### src/rtl/pic_pkg.sv
// Package: shared constants for the two-stage interrupt controller.
// Assumes eight lines per stage and an 8-bit vector whose low bits carry
// the line number.
package pic_pkg;
    localparam int NLINES    = 8;
    localparam int IDXW      = $clog2(NLINES);
    localparam int DW        = 8;
    localparam int AW        = 5;
    localparam int BASEW     = DW - IDXW;
    localparam int NSRC_DFLT = 16;
    localparam int CASC_LINE = 2;

    localparam logic [NLINES-1:0] CASC_BIT = NLINES'(1) << CASC_LINE;

    // register addresses
    localparam logic [AW-1:0] A_MMASK = 5'd0;
    localparam logic [AW-1:0] A_SMASK = 5'd1;
    localparam logic [AW-1:0] A_MTRIG = 5'd2;
    localparam logic [AW-1:0] A_STRIG = 5'd3;
    localparam logic [AW-1:0] A_MBASE = 5'd4;
    localparam logic [AW-1:0] A_SBASE = 5'd5;
    localparam logic [AW-1:0] A_EOI   = 5'd6;
    localparam logic [AW-1:0] A_MIRR  = 5'd8;
    localparam logic [AW-1:0] A_SIRR  = 5'd9;
    localparam logic [AW-1:0] A_MISR  = 5'd10;
    localparam logic [AW-1:0] A_SISR  = 5'd11;

    // pages of per-line source-select registers (upper address bits)
    localparam logic [AW-IDXW-1:0] PG_MSEL = 2'b10;
    localparam logic [AW-IDXW-1:0] PG_SSEL = 2'b11;

    localparam logic [BASEW-1:0] MBASE_RST = 5'd1;   // vector 0x08
    localparam logic [BASEW-1:0] SBASE_RST = 5'd14;  // vector 0x70
endpackage

### src/rtl/prio_pick.sv
// Module: prio_pick
// Finds the lowest-numbered set bit of a request vector (bit 0 wins).
// Assumes N is a power of two. Purely combinational.
module prio_pick #(
    parameter int N  = 8,
    parameter int IW = $clog2(N)
) (
    input  logic [N-1:0]  req,
    output logic          hit,
    output logic [IW-1:0] idx
);
    // scan from the weakest line toward line 0 so the strongest overwrites
    always_comb begin
        hit = 1'b0;
        idx = '0;
        for (int i = N - 1; i >= 0; i--) begin
            if (req[i]) begin
                hit = 1'b1;
                idx = IW'(i);
            end
        end
    end
endmodule

### src/rtl/irq_src_sel.sv
// Module: irq_src_sel
// Routes one external source pin to each request line using per-line
// select fields. Assumes NSRC is a power of two so every select is valid.
module irq_src_sel #(
    parameter int NL   = 8,
    parameter int NSRC = 16,
    parameter int SELW = $clog2(NSRC)
) (
    input  logic [NSRC-1:0]    src,
    input  logic [NL*SELW-1:0] sel_flat,
    output logic [NL-1:0]      lines
);
    for (genvar i = 0; i < NL; i++) begin : g_line
        // one multiplexer per request line
        assign lines[i] = src[sel_flat[i*SELW +: SELW]];
    end
endmodule

### src/rtl/irq_stage.sv
// Module: irq_stage
// One eight-line priority stage: request latch (edge or level per line),
// in-service register, fixed-priority winner and in-service blocking.
// Assumes ack_take and eoi are single-cycle strobes from the parent.
module irq_stage #(
    parameter int NL = 8,
    parameter int IW = $clog2(NL)
) (
    input  logic          clk,
    input  logic          rst_n,
    input  logic [NL-1:0] lines,
    input  logic [NL-1:0] mask,
    input  logic [NL-1:0] level,
    input  logic          ack_take,
    input  logic          eoi,
    output logic [NL-1:0] irr,
    output logic [NL-1:0] isr,
    output logic          int_req,
    output logic [IW-1:0] win_idx
);
    logic [NL-1:0] line_prev;
    logic [NL-1:0] pend;
    logic          pend_hit;
    logic          isr_hit;
    logic [IW-1:0] isr_idx;
    logic          take;
    logic [NL-1:0] win_oh;
    logic [NL-1:0] top_oh;
    logic [NL-1:0] ack_set;
    logic [NL-1:0] eoi_clr;

    assign pend = irr & ~mask;

    prio_pick #(.N(NL), .IW(IW)) u_pend_pick (
        .req (pend),
        .hit (pend_hit),
        .idx (win_idx)
    );

    prio_pick #(.N(NL), .IW(IW)) u_isr_pick (
        .req (isr),
        .hit (isr_hit),
        .idx (isr_idx)
    );

    // decode the acknowledge and end-of-interrupt targets
    always_comb begin
        take    = ack_take & pend_hit;
        win_oh  = NL'(1) << win_idx;
        top_oh  = NL'(1) << isr_idx;
        ack_set = take ? win_oh : '0;
        eoi_clr = (eoi && isr_hit) ? top_oh : '0;
    end

    // request passes on only when it outranks everything in service
    assign int_req = pend_hit && (!isr_hit || (win_idx < isr_idx));

    // remember last line values for edge detection
    always_ff @(posedge clk) begin
        if (!rst_n) line_prev <= '0;
        else        line_prev <= lines;
    end

    // request latch: level lines follow input, edge lines set on rise
    always_ff @(posedge clk) begin
        if (!rst_n) begin
            irr <= '0;
        end else begin
            for (int i = 0; i < NL; i++) begin
                if (level[i]) irr[i] <= lines[i];
                else          irr[i] <= (irr[i] & ~ack_set[i]) | (lines[i] & ~line_prev[i]);
            end
        end
    end

    // in-service register: end-of-interrupt clears, acknowledge sets
    always_ff @(posedge clk) begin
        if (!rst_n) isr <= '0;
        else        isr <= (isr & ~eoi_clr) | ack_set;
    end
endmodule

### src/rtl/pic_regs.sv
// Module: pic_regs
// Configuration register file: masks, trigger modes, vector bases and
// per-line source selects. Decodes end-of-interrupt commands and provides
// a combinational read mux that also exposes request/in-service state.
module pic_regs
    import pic_pkg::*;
#(
    parameter int NSRC = NSRC_DFLT,
    parameter int SELW = $clog2(NSRC)
) (
    input  logic                   clk,
    input  logic                   rst_n,
    input  logic                   wr_en,
    input  logic [AW-1:0]          wr_addr,
    input  logic [DW-1:0]          wr_data,
    input  logic [AW-1:0]          rd_addr,
    output logic [DW-1:0]          rd_data,
    input  logic [NLINES-1:0]      m_irr,
    input  logic [NLINES-1:0]      s_irr,
    input  logic [NLINES-1:0]      m_isr,
    input  logic [NLINES-1:0]      s_isr,
    output logic [NLINES-1:0]      m_mask,
    output logic [NLINES-1:0]      s_mask,
    output logic [NLINES-1:0]      m_trig,
    output logic [NLINES-1:0]      s_trig,
    output logic [BASEW-1:0]       m_base,
    output logic [BASEW-1:0]       s_base,
    output logic [NLINES*SELW-1:0] m_sel_flat,
    output logic [NLINES*SELW-1:0] s_sel_flat,
    output logic                   eoi_m,
    output logic                   eoi_s
);
    logic [SELW-1:0] m_sel [NLINES];
    logic [SELW-1:0] s_sel [NLINES];

    logic [AW-IDXW-1:0] wr_page;
    logic [IDXW-1:0]    wr_line;
    logic [AW-IDXW-1:0] rd_page;
    logic [IDXW-1:0]    rd_line;

    assign wr_page = wr_addr[AW-1:IDXW];
    assign wr_line = wr_addr[IDXW-1:0];
    assign rd_page = rd_addr[AW-1:IDXW];
    assign rd_line = rd_addr[IDXW-1:0];

    // end-of-interrupt command strobes
    assign eoi_m = wr_en && (wr_addr == A_EOI) && !wr_data[0];
    assign eoi_s = wr_en && (wr_addr == A_EOI) &&  wr_data[0];

    // scalar configuration registers
    always_ff @(posedge clk) begin
        if (!rst_n) begin
            m_mask <= '1;
            s_mask <= '1;
            m_trig <= '0;
            s_trig <= '0;
            m_base <= MBASE_RST;
            s_base <= SBASE_RST;
        end else if (wr_en) begin
            case (wr_addr)
                A_MMASK: m_mask <= wr_data;
                A_SMASK: s_mask <= wr_data;
                A_MTRIG: m_trig <= wr_data;
                A_STRIG: s_trig <= wr_data;
                A_MBASE: m_base <= wr_data[DW-1:IDXW];
                A_SBASE: s_base <= wr_data[DW-1:IDXW];
                default: ;
            endcase
        end
    end

    // per-line source select registers
    always_ff @(posedge clk) begin
        for (int i = 0; i < NLINES; i++) begin
            if (!rst_n) begin
                m_sel[i] <= SELW'(i);
                s_sel[i] <= SELW'(NLINES + i);
            end else if (wr_en && (wr_line == IDXW'(i))) begin
                if (wr_page == PG_MSEL) m_sel[i] <= wr_data[SELW-1:0];
                if (wr_page == PG_SSEL) s_sel[i] <= wr_data[SELW-1:0];
            end
        end
    end

    for (genvar i = 0; i < NLINES; i++) begin : g_flat
        assign m_sel_flat[i*SELW +: SELW] = m_sel[i];
        assign s_sel_flat[i*SELW +: SELW] = s_sel[i];
    end

    // read-back multiplexer
    always_comb begin
        rd_data = '0;
        case (rd_addr)
            A_MMASK: rd_data = m_mask;
            A_SMASK: rd_data = s_mask;
            A_MTRIG: rd_data = m_trig;
            A_STRIG: rd_data = s_trig;
            A_MBASE: rd_data = {m_base, {IDXW{1'b0}}};
            A_SBASE: rd_data = {s_base, {IDXW{1'b0}}};
            A_MIRR:  rd_data = m_irr;
            A_SIRR:  rd_data = s_irr;
            A_MISR:  rd_data = m_isr;
            A_SISR:  rd_data = s_isr;
            default: begin
                if (rd_page == PG_MSEL) rd_data = DW'(m_sel[rd_line]);
                if (rd_page == PG_SSEL) rd_data = DW'(s_sel[rd_line]);
            end
        endcase
    end
endmodule

### src/rtl/cascade_irq_ctrl.sv
// Module: cascade_irq_ctrl (top)
// Chains a downstream stage into input 2 of an upstream stage. The upstream
// stage drives the processor interrupt line. A granted acknowledge returns
// the winner's vector one cycle later. Assumes int_ack is a one-cycle pulse.
module cascade_irq_ctrl
    import pic_pkg::*;
#(
    parameter int NSRC = NSRC_DFLT
) (
    input  logic            clk,
    input  logic            rst_n,
    input  logic [NSRC-1:0] src_in,
    input  logic            wr_en,
    input  logic [AW-1:0]   wr_addr,
    input  logic [DW-1:0]   wr_data,
    input  logic [AW-1:0]   rd_addr,
    output logic [DW-1:0]   rd_data,
    input  logic            int_ack,
    output logic            cpu_int,
    output logic            vec_valid,
    output logic [DW-1:0]   vec_data
);
    localparam int SELW = $clog2(NSRC);

    logic [NLINES-1:0]      m_mask, s_mask, m_trig, s_trig;
    logic [BASEW-1:0]       m_base, s_base;
    logic [NLINES*SELW-1:0] m_sel_flat, s_sel_flat;
    logic                   eoi_m, eoi_s;
    logic [NLINES-1:0]      m_ext, s_lines, m_lines, m_level;
    logic [NLINES-1:0]      m_irr, m_isr, s_irr, s_isr;
    logic                   s_int, m_int;
    logic [IDXW-1:0]        m_win, s_win;
    logic                   ack_ok, slave_won;

    pic_regs #(.NSRC(NSRC), .SELW(SELW)) u_regs (
        .clk        (clk),
        .rst_n      (rst_n),
        .wr_en      (wr_en),
        .wr_addr    (wr_addr),
        .wr_data    (wr_data),
        .rd_addr    (rd_addr),
        .rd_data    (rd_data),
        .m_irr      (m_irr),
        .s_irr      (s_irr),
        .m_isr      (m_isr),
        .s_isr      (s_isr),
        .m_mask     (m_mask),
        .s_mask     (s_mask),
        .m_trig     (m_trig),
        .s_trig     (s_trig),
        .m_base     (m_base),
        .s_base     (s_base),
        .m_sel_flat (m_sel_flat),
        .s_sel_flat (s_sel_flat),
        .eoi_m      (eoi_m),
        .eoi_s      (eoi_s)
    );

    irq_src_sel #(.NL(NLINES), .NSRC(NSRC), .SELW(SELW)) u_msel (
        .src      (src_in),
        .sel_flat (m_sel_flat),
        .lines    (m_ext)
    );

    irq_src_sel #(.NL(NLINES), .NSRC(NSRC), .SELW(SELW)) u_ssel (
        .src      (src_in),
        .sel_flat (s_sel_flat),
        .lines    (s_lines)
    );

    // cascade input replaces the external pin and is always level-sensed
    always_comb begin
        m_lines = (m_ext & ~CASC_BIT) | (s_int ? CASC_BIT : '0);
        m_level = m_trig | CASC_BIT;
    end

    // acknowledge is granted only while the interrupt line is up
    assign ack_ok    = int_ack && m_int;
    assign slave_won = ack_ok && (m_win == IDXW'(CASC_LINE));

    irq_stage #(.NL(NLINES), .IW(IDXW)) u_slave (
        .clk      (clk),
        .rst_n    (rst_n),
        .lines    (s_lines),
        .mask     (s_mask),
        .level    (s_trig),
        .ack_take (slave_won),
        .eoi      (eoi_s),
        .irr      (s_irr),
        .isr      (s_isr),
        .int_req  (s_int),
        .win_idx  (s_win)
    );

    irq_stage #(.NL(NLINES), .IW(IDXW)) u_master (
        .clk      (clk),
        .rst_n    (rst_n),
        .lines    (m_lines),
        .mask     (m_mask),
        .level    (m_level),
        .ack_take (ack_ok),
        .eoi      (eoi_m),
        .irr      (m_irr),
        .isr      (m_isr),
        .int_req  (m_int),
        .win_idx  (m_win)
    );

    assign cpu_int = m_int;

    // vector register: one-cycle valid after a granted acknowledge
    always_ff @(posedge clk) begin
        if (!rst_n) begin
            vec_valid <= 1'b0;
            vec_data  <= '0;
        end else begin
            vec_valid <= ack_ok;
            if (ack_ok) vec_data <= slave_won ? {s_base, s_win} : {m_base, m_win};
        end
    end
endmodule

### config.mk
export PLATFORM = sky130hd
export DESIGN_NAME = cascade_irq_ctrl
export DESIGN_NICKNAME = d
export VERILOG_FILES = /design/src/rtl/pic_pkg.sv /design/src/rtl/prio_pick.sv /design/src/rtl/irq_src_sel.sv /design/src/rtl/irq_stage.sv /design/src/rtl/pic_regs.sv /design/src/rtl/cascade_irq_ctrl.sv
export SDC_FILE = /design/constraint.sdc
export NUM_CORES = 1
export LEC_CHECK = 0
export BUFFER_PORTS_ARGS = -buffer_cell sky130_fd_sc_hd__buf_2
export CORE_ASPECT_RATIO = 1.5
export CORE_MARGIN = 8
export CORE_UTILIZATION = 35
export CTS_CLUSTER_SIZE = 8
export DETAILED_ROUTE_END_ITERATION = 12
export GPL_TIMING_DRIVEN = 0
export PLACE_DENSITY = 0.59
export SYNTH_ARGS = -nofsm -noshare
export SYNTH_HDL_FRONTEND = slang
export SYNTH_SLANG_ARGS = --single-unit
export TNS_END_PERCENT = 50
### constraint.sdc
create_clock -name clk -period 2.5 [get_ports clk]
set_clock_uncertainty 0.05 [all_clocks]
set_input_delay 0.25 -clock clk [delete_from_list [all_inputs] [get_ports clk]]
set_output_delay 0.25 -clock clk [all_outputs]
set_load 0.02 [all_outputs]
* After elaboration in Yosys (flattened, before gate mapping)
Memory sizes are Yosys's and may differ from the RTL's.
Cells that the tools add are included.
W data, S select, Z words.
** Storage, ports and cells
- Memories kept :: 2
- Logic and storage cells :: 384
- RAM bits :: 64
- Register bits :: 99
** Operators by class
- Muxes and demuxes :: 185
- Eq/ne operators :: 27
- Bitwise gates (word level) :: 104
- Reductions and logical operators :: 31
- Magnitude comparators :: 17
- Shifts and indexed selects :: 4
** Memory list
- u_regs.m_sel :: words 8, bits a word 4, read ports 8, clocked after memory_dff 0, wr ports 8, RTL line pic_regs.sv:33 : logic [SELW-1:0] m_sel [NLINES];
- u_regs.s_sel :: words 8, bits a word 4, read ports 9, clocked after memory_dff 0, wr ports 8, RTL line pic_regs.sv:34 : logic [SELW-1:0] s_sel [NLINES];
** Operators by type and width (number)
- $mux W1 :: 113
- $mux W3 :: 33
- $pmux W8 S10 :: 1
- $lt A4 B5 Y1 const B :: 15
- $mux W4 :: 18
- $bmux W1 S4 :: 15
- $mux W8 :: 5
- $and A1 B1 Y1 :: 32
- $and A8 B8 Y8 :: 4
- $not A8 Y8 :: 4
- $shl A1 B3 Y8 const A :: 4
- $or A1 B1 Y1 :: 31
- $not A1 Y1 :: 30
- $eq A5 B3 Y1 const B :: 5
- $eq A5 B2 Y1 const B :: 4
- $eq A5 B4 Y1 const B :: 4
- $logic_and A1 B1 Y1 :: 17
- $or A8 B8 Y8 :: 2
- $eq A3 B3 Y1 const B :: 4
- $reduce_and A2 Y1 :: 6
- $eq A5 B1 Y1 const B :: 2
- $logic_not A5 Y1 :: 2
- $eq A3 B2 Y1 const B :: 3
- $eq A2 B2 Y1 const B :: 4
- other kinds (6) :: 10

* Longest topological paths before layout
Gate-level depths: netlist of the first run.
- Word-level depth :: 21
- Mapped depth :: 11
- Mapped depth without buffers :: 10

* Cells and area by module
From an unflattened synthesis of the first run, not the netlist that was laid out.
** Unflattened totals
- Cell total of the unflattened synthesis :: 959
- Area, all modules :: 10378.7 um2
** Modules (own cells, without submodules)
- pic_regs :: seq. area each 2762.6 um2, area an instance 5451.5 um2, times used 1, cells each 521
- irq_src_sel :: seq. area each 0.0 um2, area an instance 1081.0 um2, times used 2, cells each 56
- irq_stage :: seq. area each 480.5 um2, area an instance 1029.7 um2, times used 2, cells each 116
- cascade_irq_ctrl :: seq. area each 180.2 um2, area an instance 385.4 um2, times used 1, cells each 42
- prio_pick :: seq. area each 0.0 um2, area an instance 80.1 um2, times used 4, cells each 13

* Worst setup path before layout of the first run
No wires, ideal clock.
- Path kind :: register to register
- Start :: register u_master.isr[1]
- End :: register u_slave.irr[7]
- Arrival :: 2.344 ns
- Path buffers :: 2
- Period minus slack after synthesis :: 2.510 ns
- Data required time :: 2.333 ns
- Stages on the path, launching flop included :: 10
- Slack :: -0.010 ns
- Cells stage by stage :: dfxtp_1 clkbuf_1 or4_1 nand2b_1 ha_1 o21ai_1 a21oi_1 buf_2 a2111o_1 a22o_1
** On the way
- Word-level cells in the longest chain between the ends :: 13
- Elaborated cells between the ends (all ways) :: 16
** RTL lines
- from (decl) :: RTL line irq_stage.sv:17 : output logic [NL-1:0] isr,
- from (signal assigned) :: RTL line irq_stage.sv:79 : else isr <= (isr & ~eoi_clr) | ack_set;
- $mux W3 or $mux W1 (tied branches) (2 in a row) :: RTL line prio_pick.sv:17 : if (req[i]) begin
- $lt A3 B3 Y1 or $logic_not A1 Y1 (tied branches) :: RTL line irq_stage.sv:56 : assign int_req = pend_hit && (!isr_hit || (win_idx < isr_idx));
- $logic_or A1 B1 Y1 (*) :: RTL line irq_stage.sv:56
- $logic_and A1 B1 Y1 (*) :: RTL line irq_stage.sv:56
- $logic_and A1 B1 Y1 (*) :: RTL line cascade_irq_ctrl.sv:78 : assign ack_ok = int_ack && m_int;
- $logic_and A1 B1 Y1 (*) :: RTL line cascade_irq_ctrl.sv:79 : assign slave_won = ack_ok && (m_win == IDXW'(CASC_LINE));
- $and A1 B1 Y1 (*) :: RTL line irq_stage.sv:48 : take = ack_take & pend_hit;
- $mux W8 (*) :: RTL line irq_stage.sv:51 : ack_set = take ? win_oh : '0;
- $not A1 Y1 (*) :: RTL line irq_stage.sv:71 : else irr[i] <= (irr[i] & ~ack_set[i]) | (lines[i] & ~line_prev[i]);
- $and A1 B1 Y1 (*) :: RTL line irq_stage.sv:71
- $or A1 B1 Y1 (*) :: RTL line irq_stage.sv:71
- $mux W1 (*) :: RTL line irq_stage.sv:70 : if (level[i]) irr[i] <= lines[i];
- to (signal, indexed assignment) :: RTL line irq_stage.sv:70
- to (signal, indexed assignment) :: RTL line irq_stage.sv:71
- to (decl) :: RTL line irq_stage.sv:16 : output logic [NL-1:0] irr,
Every way passes the cells marked *; elsewhere a longest branch is shown, timed or not.
A chain may end at the register's enable or synchronous reset.

==> impl_metrics.xml, run 1 <==
<?xml version="1.0" encoding="UTF-8"?>
<metrics>
  <group name="cts">
    <metric name="ctsLongestPathBuffers" unit="">2</metric>
    <metric name="cts-buffers-inserted" unit="">17</metric>
    <metric name="worst_skew_pair.late_latency" unit="ns">0.45</metric>
    <metric name="cts_tree" unit="">done</metric>
    <metric name="ctsHtreeMaxLevel" unit="">4</metric>
    <metric name="path_clk_slew" unit="ns">0.08</metric>
    <metric name="cts_root_buf" unit="">clkbuf_16</metric>
    <metric name="numClockSinks" unit="">162</metric>
  </group>
  <group name="setup_path">
    <metric name="setup.worst_path.start_class" unit="">register</metric>
    <metric name="timing.critical_path.cells" unit="">mux4_2, mux4_2, nand2_2, nand4_1, buf_6</metric>
    <metric name="cp_common_cell" unit="">mux4_2</metric>
    <metric name="critical_path_peak_fanout" unit="">2</metric>
    <metric name="worst-setup-path-type" unit="">register to primary output</metric>
    <metric name="crit_path_max_incr_delay" unit="ns">0.54</metric>
    <metric name="critical_path.endpoint_type" unit="">primary output</metric>
    <metric name="crit_path_top_delay_cell" unit="">mux4_2</metric>
    <metric name="cp_data_required_time" unit="ns">2.20</metric>
    <metric name="worst-endpoint-arrival" unit="ns">2.38</metric>
  </group>
  <group name="sta">
    <metric name="final.min_clock_period" unit="ns">2.682</metric>
    <metric name="grt_setup_unrepaired" unit="">true</metric>
    <metric name="layout_worst_path_cycle_share" unit="%">107.3</metric>
    <metric name="worstMarginPinSlew" unit="ns">1.329</metric>
    <metric name="setup_viol_count_final" unit="">5</metric>
    <metric name="final_max_slew_viol_count" unit="">0</metric>
    <metric name="hold_violations" unit="">0</metric>
    <metric name="maxClockFrequency" unit="MHz">372.8</metric>
    <metric name="finalWorstSetupSlack" unit="ns">-0.1823</metric>
    <metric name="max-slew-margin-rel" unit="%">10.59</metric>
  </group>
  <group name="grt">
    <metric name="grtUsageTotal" unit="%">23.29</metric>
    <metric name="grt_start_max_net_pins" unit="">17</metric>
    <metric name="vias_in_the_first_global_route" unit="">9335</metric>
    <metric name="antenna_found_initial" unit="">1</metric>
    <metric name="global_route_wire_length_before_repair" unit="mm">58.21</metric>
    <metric name="globalRouteOverflowTotal" unit="">0</metric>
  </group>
  <group name="yosys">
    <metric name="syn-cell-area" unit="um2">9761</metric>
    <metric name="ys.flop_type" unit="">dfxtp_1</metric>
    <metric name="synthArstFlopShare" unit="%">0</metric>
    <metric name="number_of_synthesized_flops_with_an_enable_pin" unit="">64</metric>
    <metric name="postSynthRegisterBits" unit="">162</metric>
    <metric name="ys_types" unit="">64</metric>
    <metric name="number_of_synthesis_warnings" unit="">0</metric>
    <metric name="mappedNetlistNets" unit="">986</metric>
    <metric name="syn-instance-count" unit="">945</metric>
    <metric name="post_synth.cell_area_avg" unit="um2">10.33</metric>
    <metric name="synth.yosys.seq_area_share" unit="%">39.79</metric>
  </group>
  <group name="floorplanning">
    <metric name="fp.coreArea" unit="um2">27680</metric>
    <metric name="design.die.area" unit="um2">33600</metric>
    <metric name="initial_core_util" unit="%">35.26</metric>
    <metric name="die_width" unit="um">152.4</metric>
    <metric name="die_h" unit="um">220.5</metric>
    <metric name="design.portCount" unit="">56</metric>
    <metric name="placementRows" unit="">75</metric>
  </group>
  <group name="route">
    <metric name="wl_met2" unit="mm">19.11</metric>
    <metric name="routed_wirelength" unit="mm">39.21</metric>
    <metric name="drc" unit="">0</metric>
    <metric name="avgRoutedWirePerCell" unit="um">27.02</metric>
    <metric name="detail_route.wirelength.met1" unit="mm">13.63</metric>
    <metric name="first_pass_iters" unit="">6</metric>
    <metric name="initialDrtViolationCount" unit="">1152</metric>
    <metric name="dr_total_vias" unit="">9355</metric>
    <metric name="ant_nets" unit="">0</metric>
    <metric name="vias_cell" unit="">6.447</metric>
    <metric name="dr.max_layer_used" unit="">met5</metric>
    <metric name="met3_length" unit="mm">2.933</metric>
  </group>
  <group name="place">
    <metric name="gp_routability_congestion" unit="">1.005</metric>
    <metric name="io_buffer_count" unit="">52</metric>
    <metric name="dp_cell_count" unit="">1343</metric>
    <metric name="hpwl" unit="mm">28.65</metric>
  </group>
  <group name="pwr">
    <metric name="vdd_ir_drop_max" unit="mV">0.4525</metric>
    <metric name="leakage" unit="nW">4.295</metric>
    <metric name="power_density" unit="nW/um2">564.8</metric>
  </group>
  <group name="run">
    <metric name="cap_violations" unit="">0</metric>
  </group>
  <group name="layout">
    <metric name="stdcell_count" unit="">1451</metric>
    <metric name="design.final.nets" unit="">1133</metric>
    <metric name="area_growth_syn_to_layout" unit="%">22.68</metric>
    <metric name="layout.core_utilization" unit="%">43.25</metric>
    <metric name="antenna_cells" unit="">0</metric>
    <metric name="layout-drive-gt1-share" unit="%">29.41</metric>
  </group>
  <group name="min_path">
    <metric name="hold_class" unit="">primary input to register</metric>
  </group>
  <group name="outcome">
    <metric name="run_status" unit="">complete, but fails checks</metric>
    <metric name="violations" unit="">setup timing</metric>
  </group>
</metrics>
[flip-flops by register name, summed over array words and instances (netlist names)]
name	count
u_slave.irr	8
u_regs.m_trig	8
u_regs.s_mask	8
u_regs.m_sel	32
u_slave.isr	8
vec_valid	1
u_regs.m_mask	8
u_regs.s_sel	32
u_regs.s_trig	8
u_master.isr	8
u_regs.m_base	5
u_slave.line_prev	8
u_master.irr	7
vec_data	8
u_regs.s_base	5
u_master.line_prev	8
[critical path: cells and delay by family (launching register included)]
family	cells	cell delay [ns]
buffers and inverters	1	0.21
muxes	2	1.04
and+or+nand+nor	2	0.27
DFF	1	0.43
[report_power, final]
| part | switching (mW) | internal, mW | leakage, nW |
|---|---|---|---|
| Combinational | 0.630 | 0.520 | 2.58 |
| Clock | 1.16 | 1.44 | 0.287 |
| Sequential | 0.128 | 2.88 | 1.43 |
[per-stage QoR]
| stage | cell area (um2) | total power, mW | hold slack (ns) | setup TNS (ns) | setup WS (ns) |
|---|---|---|---|---|---|
| 2_1_floorplan | 9764 | 3.668 | 0.3240 | 0 | 0.03189 |
| 3_3_place_gp | 10460 | 4.043 | 0.3952 | -11.40 | -0.6830 |
| 3_5_place_dp | 10460 | 4.057 | 0.4014 | -11.64 | -0.6837 |
| 4_1_cts | 11730 | 6.702 | 0.09487 | -0.8546 | -0.2023 |
| 5_1_grt | 11970 | 6.948 | 0.1033 | -1.119 | -0.1895 |
| 6_report | 11970 | 6.763 | 0.1079 | -0.6149 | -0.1823 |
[worst paths after layout]
kind | from | endpoint | slack, ns | depth (start not counted)
hold / removal | wr_data[5] | u_regs.m_base[2]$_SDFFE_PN0P_ | 0.11 | 3
hold reg to reg | vec_data[6]$_SDFFE_PN0N_ | vec_data[6]$_SDFFE_PN0N_ | 0.41 | 2
setup / recovery | u_regs.s_sel[3][0]$_SDFFCE_PN1P_ | rd_data[0] | -0.18 | 5
setup reg to reg | u_master.isr[1]$_SDFF_PN0_ | u_master.irr[0]$_SDFF_PN0_ | -0.04 | 8
[routing by layer]
metal  track usage (%)  vias to the layer above
li1                  -                     3973
met1             24.67                     4540
met2             41.27                      642
met3             3.948                      198
met4             17.88                        2
met5                 0                        -
[cell usage after synthesis, drive strengths merged, types with 6 or more instances]
library cell    n  area, um2
buf             8      41.28
o211ai         17      127.6
a22oi          19      142.6
nand4          15      93.84
and2           10      62.56
nand2b         30      195.2
nor3           48      240.2
nor2b          23      143.9
a21oi          38      190.2
nand2         117      439.2
nor4            6      37.54
nand3          43      215.2
a211oi         15      112.6
a22o           11      96.34
edfxtp         64       1922
clkbuf         58      217.7
inv            20      75.07
a221oi         12      105.1
o31ai          13      97.59
o21a            6      45.04
or3            15      93.84
mux4           88       1982
o21ai          33      168.9
dfxtp          98       1962
mux2i          21      210.2
nor2           54      202.7
[cells by family after synthesis]
family | Yosys count | share of synthesized area [%]
simple gates | 379 | 19.20
compound gates | 203 | 14.55
flops | 162 | 39.79
mux | 110 | 22.57
buf+inv | 88 | 3.499
fa+ha+maj | 3 | 0.3846
[final cells by class]
cell class | count | area [um2]
Timing Repair Buffer | 132 | 909.6
Multi-Input combinational cell | 695 | 5806
Clock buffer | 19 | 452.9
Fill cell | 2672 | 15710
Buffer | 62 | 247.7
Inverter | 22 | 85.08
Clock inverter | 13 | 123.9
Tap cell | 346 | 432.9
Sequential cell | 162 | 3916
[repair_timing]
action,CTS,global route
setup buffers,68,17
pin swaps,10,12
setup endpoints to repair,47,41
hold buffers,0,0
gates resized for setup,64,44
[cell usage in the layout, fill, tap and decap left out, types with 15 or more instances in the layout]
cell       instances
a211oi_1          15
a21oi_1           36
a22oi_1           19
buf_2             52
buf_4             73
clkbuf_1          53
clkbuf_16         17
dfxtp_1           86
edfxtp_1          64
inv_1             18
mux2i_1           21
mux4_2            88
nand2_1          113
nand2b_1          27
nand3_1           43
nand4_1           15
nor2_1            48
nor2b_1           18
nor3_1            42
o211ai_1          17
o21ai_0           27
No activity file was read; power rests on OpenSTA's default activity.
==> run 2, diff against run 1 <==
Settings changed: PLACE_DENSITY 0.59 to 0.58, REMOVE_ABC_BUFFERS from default to 1, TNS_END_PERCENT 50 to 1.
Clock period 2.5 ns to 2.8 ns, I/O delays scaled along.
==> run 2 against run 1 <==
Net effect:
- the flow still finishes with violations (setup timing)
- clock power decreased by 7%
- global-route usage decreased by 3.4 points
- via count decreased by 9.3%
- final cell count decreased by 9.1%
- sequential share of layout area increased by 2.7 points
- critical path depth increased by 5
- register-to-register slack improved by 0.15 ns
- combinational power decreased by 29%
- worst setup slack improved by 0.16 ns
- total power decreased by 12%
==> impl_metrics.xml, run 2 (synthesized netlist as in run 1, its figures left out) <==
<?xml version="1.0" encoding="UTF-8"?>
<metrics>
  <group name="setup_path">
    <metric name="critical_path_peak_fanout" unit="">4</metric>
    <metric name="cp_common_cell" unit="">inv_1</metric>
    <metric name="critical_path.endpoint_type" unit="">primary output</metric>
    <metric name="crit_path_top_delay_cell" unit="">dfxtp_1</metric>
    <metric name="r2r_start" unit="">u_regs.m_mask[2]$_SDFFE_PN1P_</metric>
    <metric name="timing.critical_path.cells" unit="">nor2b_1, nor4_2, nand2_1, inv_1, ha_1, o21ai_2, a21oi_4, a21o_4, inv_1, buf_4</metric>
    <metric name="worst-endpoint-arrival" unit="ns">2.49</metric>
    <metric name="crit_path_max_incr_delay" unit="ns">0.43</metric>
    <metric name="timing.critical_path.from" unit="">u_regs.m_mask[2]$_SDFFE_PN1P_</metric>
    <metric name="reg2reg_slack" unit="ns">0.11</metric>
    <metric name="worst-setup-path-type" unit="">register to primary output</metric>
    <metric name="cp_data_required_time" unit="ns">2.47</metric>
    <metric name="setup.worst_path.start_class" unit="">register</metric>
    <metric name="worstRegToRegCells" unit="">10</metric>
    <metric name="timing.rr.end" unit="">u_slave.irr[3]$_SDFF_PN0_</metric>
    <metric name="endpoint" unit="">cpu_int</metric>
  </group>
  <group name="sta">
    <metric name="layout_worst_path_cycle_share" unit="%">100.8</metric>
    <metric name="hold_violations" unit="">0</metric>
    <metric name="final.min_clock_period" unit="ns">2.824</metric>
    <metric name="finalSetupTns" unit="ns">-0.02514</metric>
    <metric name="final_max_slew_viol_count" unit="">0</metric>
    <metric name="max-slew-margin-rel" unit="%">11.10</metric>
    <metric name="worstMarginPinSlew" unit="ns">1.321</metric>
    <metric name="grt_setup_unrepaired" unit="">true</metric>
    <metric name="finalWorstSetupSlack" unit="ns">-0.02374</metric>
    <metric name="setup_viol_count_final" unit="">2</metric>
    <metric name="maxClockFrequency" unit="MHz">354.1</metric>
  </group>
  <group name="outcome">
    <metric name="run_status" unit="">complete, but fails checks</metric>
    <metric name="violations" unit="">setup timing</metric>
  </group>
  <group name="layout">
    <metric name="stdcell_count" unit="">1319</metric>
    <metric name="mostFrequentLayoutCell" unit="">nand2_1</metric>
    <metric name="final_area" unit="um2">11000</metric>
    <metric name="top_regs" unit="">u_regs.m_sel: 32 flops, u_regs.s_sel: 32 flops</metric>
    <metric name="design.final.nets" unit="">1001</metric>
    <metric name="antenna_cells" unit="">0</metric>
    <metric name="area_growth_syn_to_layout" unit="%">12.68</metric>
    <metric name="layout.core_utilization" unit="%">39.73</metric>
    <metric name="most_used_cells_in_the_layout_excluding_fill_and_tap_cells" unit="">117 x nand2_1, 94 x dfxtp_1, 88 x mux4_2</metric>
    <metric name="layout-drive-gt1-share" unit="%">21.99</metric>
  </group>
  <group name="pwr">
    <metric name="seq_power_share" unit="%">45.5</metric>
    <metric name="clockPowerShare" unit="%">40.7</metric>
    <metric name="power.switching_fraction" unit="%">28.02</metric>
    <metric name="net_switching_power_figure" unit="mW">1.672</metric>
    <metric name="vdd_ir_drop_max" unit="mV">0.4512</metric>
    <metric name="power_frac_comb" unit="%">13.8</metric>
    <metric name="power_report.internal_total" unit="mW">4.296</metric>
    <metric name="leakage" unit="nW">3.826</metric>
    <metric name="power_density" unit="nW/um2">542.6</metric>
  </group>
  <group name="grt">
    <metric name="grt_start_max_net_pins" unit="">55</metric>
    <metric name="vias_in_the_first_global_route" unit="">8308</metric>
    <metric name="globalRouteOverflowTotal" unit="">0</metric>
    <metric name="antenna_found_initial" unit="">2</metric>
    <metric name="grtUsageTotal" unit="%">19.92</metric>
    <metric name="global_route_wire_length_before_repair" unit="mm">50.93</metric>
  </group>
  <group name="min_path">
    <metric name="hold_class" unit="">primary input to register</metric>
    <metric name="worstHoldPathCells" unit="">3</metric>
  </group>
  <group name="cts">
    <metric name="cts_root_buf" unit="">clkbuf_16</metric>
    <metric name="post_cts_hold_buffer_count" unit="">0</metric>
    <metric name="cts-buffers-inserted" unit="">17</metric>
    <metric name="cts_tree" unit="">done</metric>
    <metric name="ctsLongestPathBuffers" unit="">2</metric>
    <metric name="numClockSinks" unit="">162</metric>
    <metric name="ctsHtreeMaxLevel" unit="">4</metric>
    <metric name="worst_skew_pair.late_latency" unit="ns">0.44</metric>
    <metric name="path_clk_slew" unit="ns">0.06</metric>
  </group>
  <group name="floorplanning">
    <metric name="placementRows" unit="">75</metric>
    <metric name="design.die.area" unit="um2">33600</metric>
    <metric name="fp.coreArea" unit="um2">27680</metric>
    <metric name="design.portCount" unit="">56</metric>
    <metric name="initial_core_util" unit="%">35.26</metric>
    <metric name="die_width" unit="um">152.4</metric>
    <metric name="die_h" unit="um">220.5</metric>
  </group>
  <group name="route">
    <metric name="initialDrtViolationCount" unit="">823</metric>
    <metric name="drc" unit="">0</metric>
    <metric name="vias_cell" unit="">6.432</metric>
    <metric name="routed_wirelength" unit="mm">33.55</metric>
    <metric name="avgRoutedWirePerCell" unit="um">25.43</metric>
    <metric name="ant_nets" unit="">0</metric>
    <metric name="first_pass_iters" unit="">5</metric>
    <metric name="dr_total_vias" unit="">8484</metric>
  </group>
  <group name="run">
    <metric name="cap_violations" unit="">0</metric>
  </group>
  <group name="place">
    <metric name="gp_routability_congestion" unit="">0.9291</metric>
    <metric name="hpwl" unit="mm">23.65</metric>
    <metric name="dpl_worst_slack" unit="ns">-0.4513</metric>
    <metric name="placement.cell_area" unit="um2">10250</metric>
    <metric name="io_buffer_count" unit="">55</metric>
    <metric name="dp_cell_count" unit="">1282</metric>
  </group>
</metrics>
==> run 2: how the worst min path moves through the flow <==
stage | start | to
finish | wr_data[3] | u_regs.m_trig[3]$_SDFFE_PN0P_
global route | wr_data[2] | u_regs.m_trig[2]$_SDFFE_PN0P_
CTS | wr_data[3] | u_regs.m_trig[3]$_SDFFE_PN0P_
detailed placement | vec_data[3]$_SDFFE_PN0N_ | vec_data[3]$_SDFFE_PN0N_
global placement | vec_data[3]$_SDFFE_PN0N_ | vec_data[3]$_SDFFE_PN0N_
floorplan | rst_n | u_regs.s_base[1]$_SDFFE_PN1P_
==> run 2: through the flow <==
stage                     total power, mW  hold slack, ns
final                               5.968          0.1205
after global routing                6.149          0.1288
after CTS                           5.982          0.1008
after detailed placement            3.568          0.4025
after global placement              3.550          0.3951
after floorplan                     3.213          0.2919
==> run 2: worst max-delay path: cells and delay by family (launching register included) <==
family                   cells  cell delay, ns
AO/OA/AOI/OAI                3            0.42
AND/OR/NAND/NOR              3            0.62
buffers and inverters        3            0.34
adder cells (fa/ha/maj)      1            0.25
flip-flops                   1            0.43
==> run 2: layout make-up <==
class	instances	area, um2
Clock inverter	15	176.4
Inverter	22	82.58
Tap cell	346	432.9
Sequential cell	162	3891
Multi-Input combinational cell	695	5642
Fill cell	2663	16680
Timing Repair Buffer	62	347.8
Clock buffer	17	425.4
==> run 2: what timing repair did <==
| action | in CTS | in global routing |
|---|---|---|
| setup endpoints to repair | 37 | 21 |
| pin swaps | 4 | 0 |
| buffers inserted | 5 | 0 |
| endpoints found under the hold margin | 0 | 0 |
| resized for setup | 19 | 11 |
==> run 2: per-layer routing <==
| metal | up-vias | GRT usage, % | routed length [um] |
|---|---|---|---|
| li1 | 3716 | - | - |
| met1 | 4130 | 22.78 | 12470 |
| met2 | 528 | 34.75 | 16760 |
| met3 | 106 | 3.636 | 2592 |
| met4 | 4 | 11.46 | 1699 |
| met5 | - | 0 | 29 |
==> run 2: power by group through the flow <==
stage	clock, mW	sequential [mW]	combinational [mW]
global route	2.55	2.73	0.871
floorplan	0	2.72	0.495
CTS	2.46	2.71	0.810
detailed placement	0	2.77	0.800
finish	2.43	2.72	0.821
global placement	0	2.77	0.783
==> run 3, diff against run 2 <==
Settings changed: GPL_TIMING_DRIVEN 0 to default.
==> run 3 against run 2 <==
Net effect:
- the flow now finishes without violations
- worst hold slack got worse by 0.024 ns
- worst setup slack improved by 0.079 ns
- wire length increased by 3.6%
- sequential power about the same
- non-clock buffer count increased by 63
- final cell count increased by 4.8%
- sequential share of layout area decreased by 1.3 points
- critical endpoint is now rd_data[0]
- highest routed layer unchanged
==> impl_metrics.xml, run 3 (synthesized netlist as in run 1, its figures left out) <==
<?xml version="1.0" encoding="UTF-8"?>
<metrics>
  <group name="outcome">
    <metric name="run_status" unit="">complete, no violations</metric>
  </group>
  <group name="setup_path">
    <metric name="timing.critical_path.from" unit="">u_regs.m_sel[0][0]$_SDFFCE_PN0P_</metric>
    <metric name="worstRegToRegCells" unit="">8</metric>
    <metric name="r2r_start" unit="">u_regs.m_mask[6]$_SDFFE_PN1P_</metric>
    <metric name="timing.rr.end" unit="">u_slave.irr[3]$_SDFF_PN0_</metric>
    <metric name="cp_common_cell" unit="">mux4_2</metric>
    <metric name="cp_data_required_time" unit="ns">2.47</metric>
    <metric name="worst-endpoint-arrival" unit="ns">2.41</metric>
    <metric name="crit_path_top_delay_cell" unit="">mux4_2</metric>
    <metric name="timing.critical_path.cells" unit="">mux4_2, mux4_2, nand2_1, nand4_1, buf_2</metric>
    <metric name="reg2reg_slack" unit="ns">0.26</metric>
    <metric name="crit_path_max_incr_delay" unit="ns">0.54</metric>
    <metric name="worst-setup-path-type" unit="">register to primary output</metric>
    <metric name="critical_path.endpoint_type" unit="">primary output</metric>
    <metric name="setup.worst_path.start_class" unit="">register</metric>
    <metric name="critical_path_peak_fanout" unit="">4</metric>
  </group>
  <group name="layout">
    <metric name="layout.core_utilization" unit="%">41.15</metric>
    <metric name="multi_input_area" unit="um2">5600</metric>
    <metric name="top_regs" unit="">u_regs.m_sel: 32 flops, u_regs.s_sel: 32 flops</metric>
    <metric name="final-seq-area" unit="um2">3886</metric>
    <metric name="mostFrequentLayoutCell" unit="">nand2_1</metric>
    <metric name="antenna_cells" unit="">0</metric>
    <metric name="final_area" unit="um2">11390</metric>
    <metric name="fillCellCount" unit="">2634</metric>
    <metric name="design.final.nets" unit="">1064</metric>
    <metric name="area_growth_syn_to_layout" unit="%">16.72</metric>
    <metric name="layout-drive-gt1-share" unit="%">26.06</metric>
    <metric name="most_used_cells_in_the_layout_excluding_fill_and_tap_cells" unit="">117 x nand2_1, 96 x dfxtp_1, 88 x mux4_2</metric>
  </group>
  <group name="route">
    <metric name="dr_total_vias" unit="">8719</metric>
    <metric name="first_pass_iters" unit="">7</metric>
    <metric name="initialDrtViolationCount" unit="">1078</metric>
    <metric name="vias_cell" unit="">6.309</metric>
    <metric name="routed_wirelength" unit="mm">34.75</metric>
    <metric name="ant_nets" unit="">0</metric>
    <metric name="avgRoutedWirePerCell" unit="um">25.14</metric>
    <metric name="drc" unit="">0</metric>
  </group>
  <group name="pwr">
    <metric name="net_switching_power_figure" unit="mW">1.677</metric>
    <metric name="power_frac_comb" unit="%">14.9</metric>
    <metric name="power_report.internal_total" unit="mW">4.246</metric>
    <metric name="power.switching_fraction" unit="%">28.32</metric>
    <metric name="vdd_ir_drop_max" unit="mV">0.4390</metric>
    <metric name="design_power_total" unit="mW">5.923</metric>
    <metric name="power_density" unit="nW/um2">519.9</metric>
    <metric name="clockPowerShare" unit="%">39.3</metric>
    <metric name="seq_power_share" unit="%">45.8</metric>
    <metric name="leakage" unit="nW">4.121</metric>
  </group>
  <group name="cts">
    <metric name="worst_skew_pair.late_latency" unit="ns">0.45</metric>
    <metric name="ctsLongestPathBuffers" unit="">2</metric>
    <metric name="cts_tree" unit="">done</metric>
    <metric name="path_clk_slew" unit="ns">0.07</metric>
    <metric name="cts-buffers-inserted" unit="">17</metric>
    <metric name="post_cts_hold_buffer_count" unit="">0</metric>
    <metric name="ctsHtreeMaxLevel" unit="">4</metric>
    <metric name="numClockSinks" unit="">162</metric>
    <metric name="cts_root_buf" unit="">clkbuf_16</metric>
  </group>
  <group name="sta">
    <metric name="worstMarginPinSlew" unit="ns">0.8095</metric>
    <metric name="final_max_slew_viol_count" unit="">0</metric>
    <metric name="grt_setup_unrepaired" unit="">true</metric>
    <metric name="maxClockFrequency" unit="MHz">364.3</metric>
    <metric name="final.min_clock_period" unit="ns">2.745</metric>
    <metric name="finalWorstSetupSlack" unit="ns">0.05528</metric>
    <metric name="layout_worst_path_cycle_share" unit="%">98.03</metric>
    <metric name="max-slew-margin-rel" unit="%">45.70</metric>
    <metric name="hold_violations" unit="">0</metric>
    <metric name="setup_viol_count_final" unit="">0</metric>
  </group>
  <group name="floorplanning">
    <metric name="design.die.area" unit="um2">33600</metric>
    <metric name="design.portCount" unit="">56</metric>
    <metric name="placementRows" unit="">75</metric>
    <metric name="die_width" unit="um">152.4</metric>
    <metric name="initial_core_util" unit="%">35.26</metric>
    <metric name="fp.coreArea" unit="um2">27680</metric>
    <metric name="die_h" unit="um">220.5</metric>
  </group>
  <group name="place">
    <metric name="dpl_worst_slack" unit="ns">0.1708</metric>
    <metric name="hpwl" unit="mm">25.71</metric>
    <metric name="io_buffer_count" unit="">55</metric>
    <metric name="placement.cell_area" unit="um2">10570</metric>
    <metric name="gp_routability_congestion" unit="">0.9636</metric>
  </group>
  <group name="run">
    <metric name="cap_violations" unit="">0</metric>
  </group>
  <group name="grt">
    <metric name="vias_in_the_first_global_route" unit="">8507</metric>
    <metric name="antenna_found_initial" unit="">1</metric>
    <metric name="global_route_wire_length_before_repair" unit="mm">52.16</metric>
    <metric name="globalRouteOverflowTotal" unit="">0</metric>
    <metric name="grtUsageTotal" unit="%">20.63</metric>
    <metric name="grt_start_max_net_pins" unit="">76</metric>
  </group>
  <group name="min_path">
    <metric name="end_point_of_the_worst_hold_path" unit="">u_regs.m_trig[3]$_SDFFE_PN0P_</metric>
    <metric name="hold_class" unit="">primary input to register</metric>
    <metric name="worstHoldPathCells" unit="">3</metric>
    <metric name="worst_hold_startpoint" unit="">wr_data[3]</metric>
  </group>
</metrics>
run 3: cell count changes in the layout (fill, tap and decap cells not counted), moves of 3 or more:
cell | previous run | this run
nor3_2 | 3 | 0
a2111oi_0 | 1 | 5
nor3_1 | 45 | 48
buf_4 | 8 | 69
a2111oi_1 | 4 | 0
nor2_1 | 51 | 54
clkinv_4 | 6 | 3
inv_6 | 3 | 6
run 3: power groups by stage:
stage | sequential (mW) | combinational [mW] | clock [mW]
6_report | 2.71 | 0.883 | 2.33
3_5_place_dp | 2.77 | 0.829 | 0
3_3_place_gp | 2.76 | 0.823 | 0
2_1_floorplan | 2.72 | 0.495 | 0
4_1_cts | 2.72 | 0.834 | 2.36
5_1_grt | 2.72 | 0.938 | 2.44
run 3: timing repair:
item	CTS	global route
gates cloned	0	0
pin swaps	2	3
resized for setup	8	12
endpoints found under the setup margin	1	4
setup buffers	3	22
endpoints found under the hold margin	0	0
run 3: worst max path at each step:
| stage | end | cells past startpoint |
|---|---|---|
| after floorplan | u_master.irr[1]$_SDFF_PN0_ | 8 |
| after global placement | u_slave.irr[3]$_SDFF_PN0_ | 11 |
| after detailed placement | rd_data[2] | 6 |
| after CTS | cpu_int | 11 |
| after global routing | rd_data[0] | 5 |
| final | rd_data[0] | 5 |
run 3: final cells by class:
type / instances / area share [%]
multi-input combinational: 695 / 49.16
sequential: 162 / 34.11
timing repair buffer: 125 / 7.194
tap: 346 / 3.800
clock buffer: 17 / 3.734
clock inverter: 15 / 1.274
inverter: 22 / 0.7249
run 3: per-layer routing:
metal  vias up  GRT usage (%)  part of all wire (%)
met5         -              0                 0.043
met4         2          12.90                   6.7
met3       142          3.772                   7.3
met2       519          36.54                    49
met1      4216          22.76                    37
li1       3840              -                     -
run 3: critical path: cells and delay by family, from the launching register on:
kind / cells / cell delay [ns]
multiplexers: 2 / 1.02
AND/OR/NAND/NOR: 2 / 0.25
buffers and inverters: 1 / 0.21
flip-flops: 1 / 0.49
run 3: per-stage QoR:
stage	TNS, ns	hold WS (ns)	instances
2_1_floorplan	0	0.2919	879
3_3_place_gp	0	0.3951	1326
3_5_place_dp	0	0.3985	1326
4_1_cts	0	0.08208	1361
5_1_grt	-0.01275	0.1050	1382
6_report	0	0.09603	1382
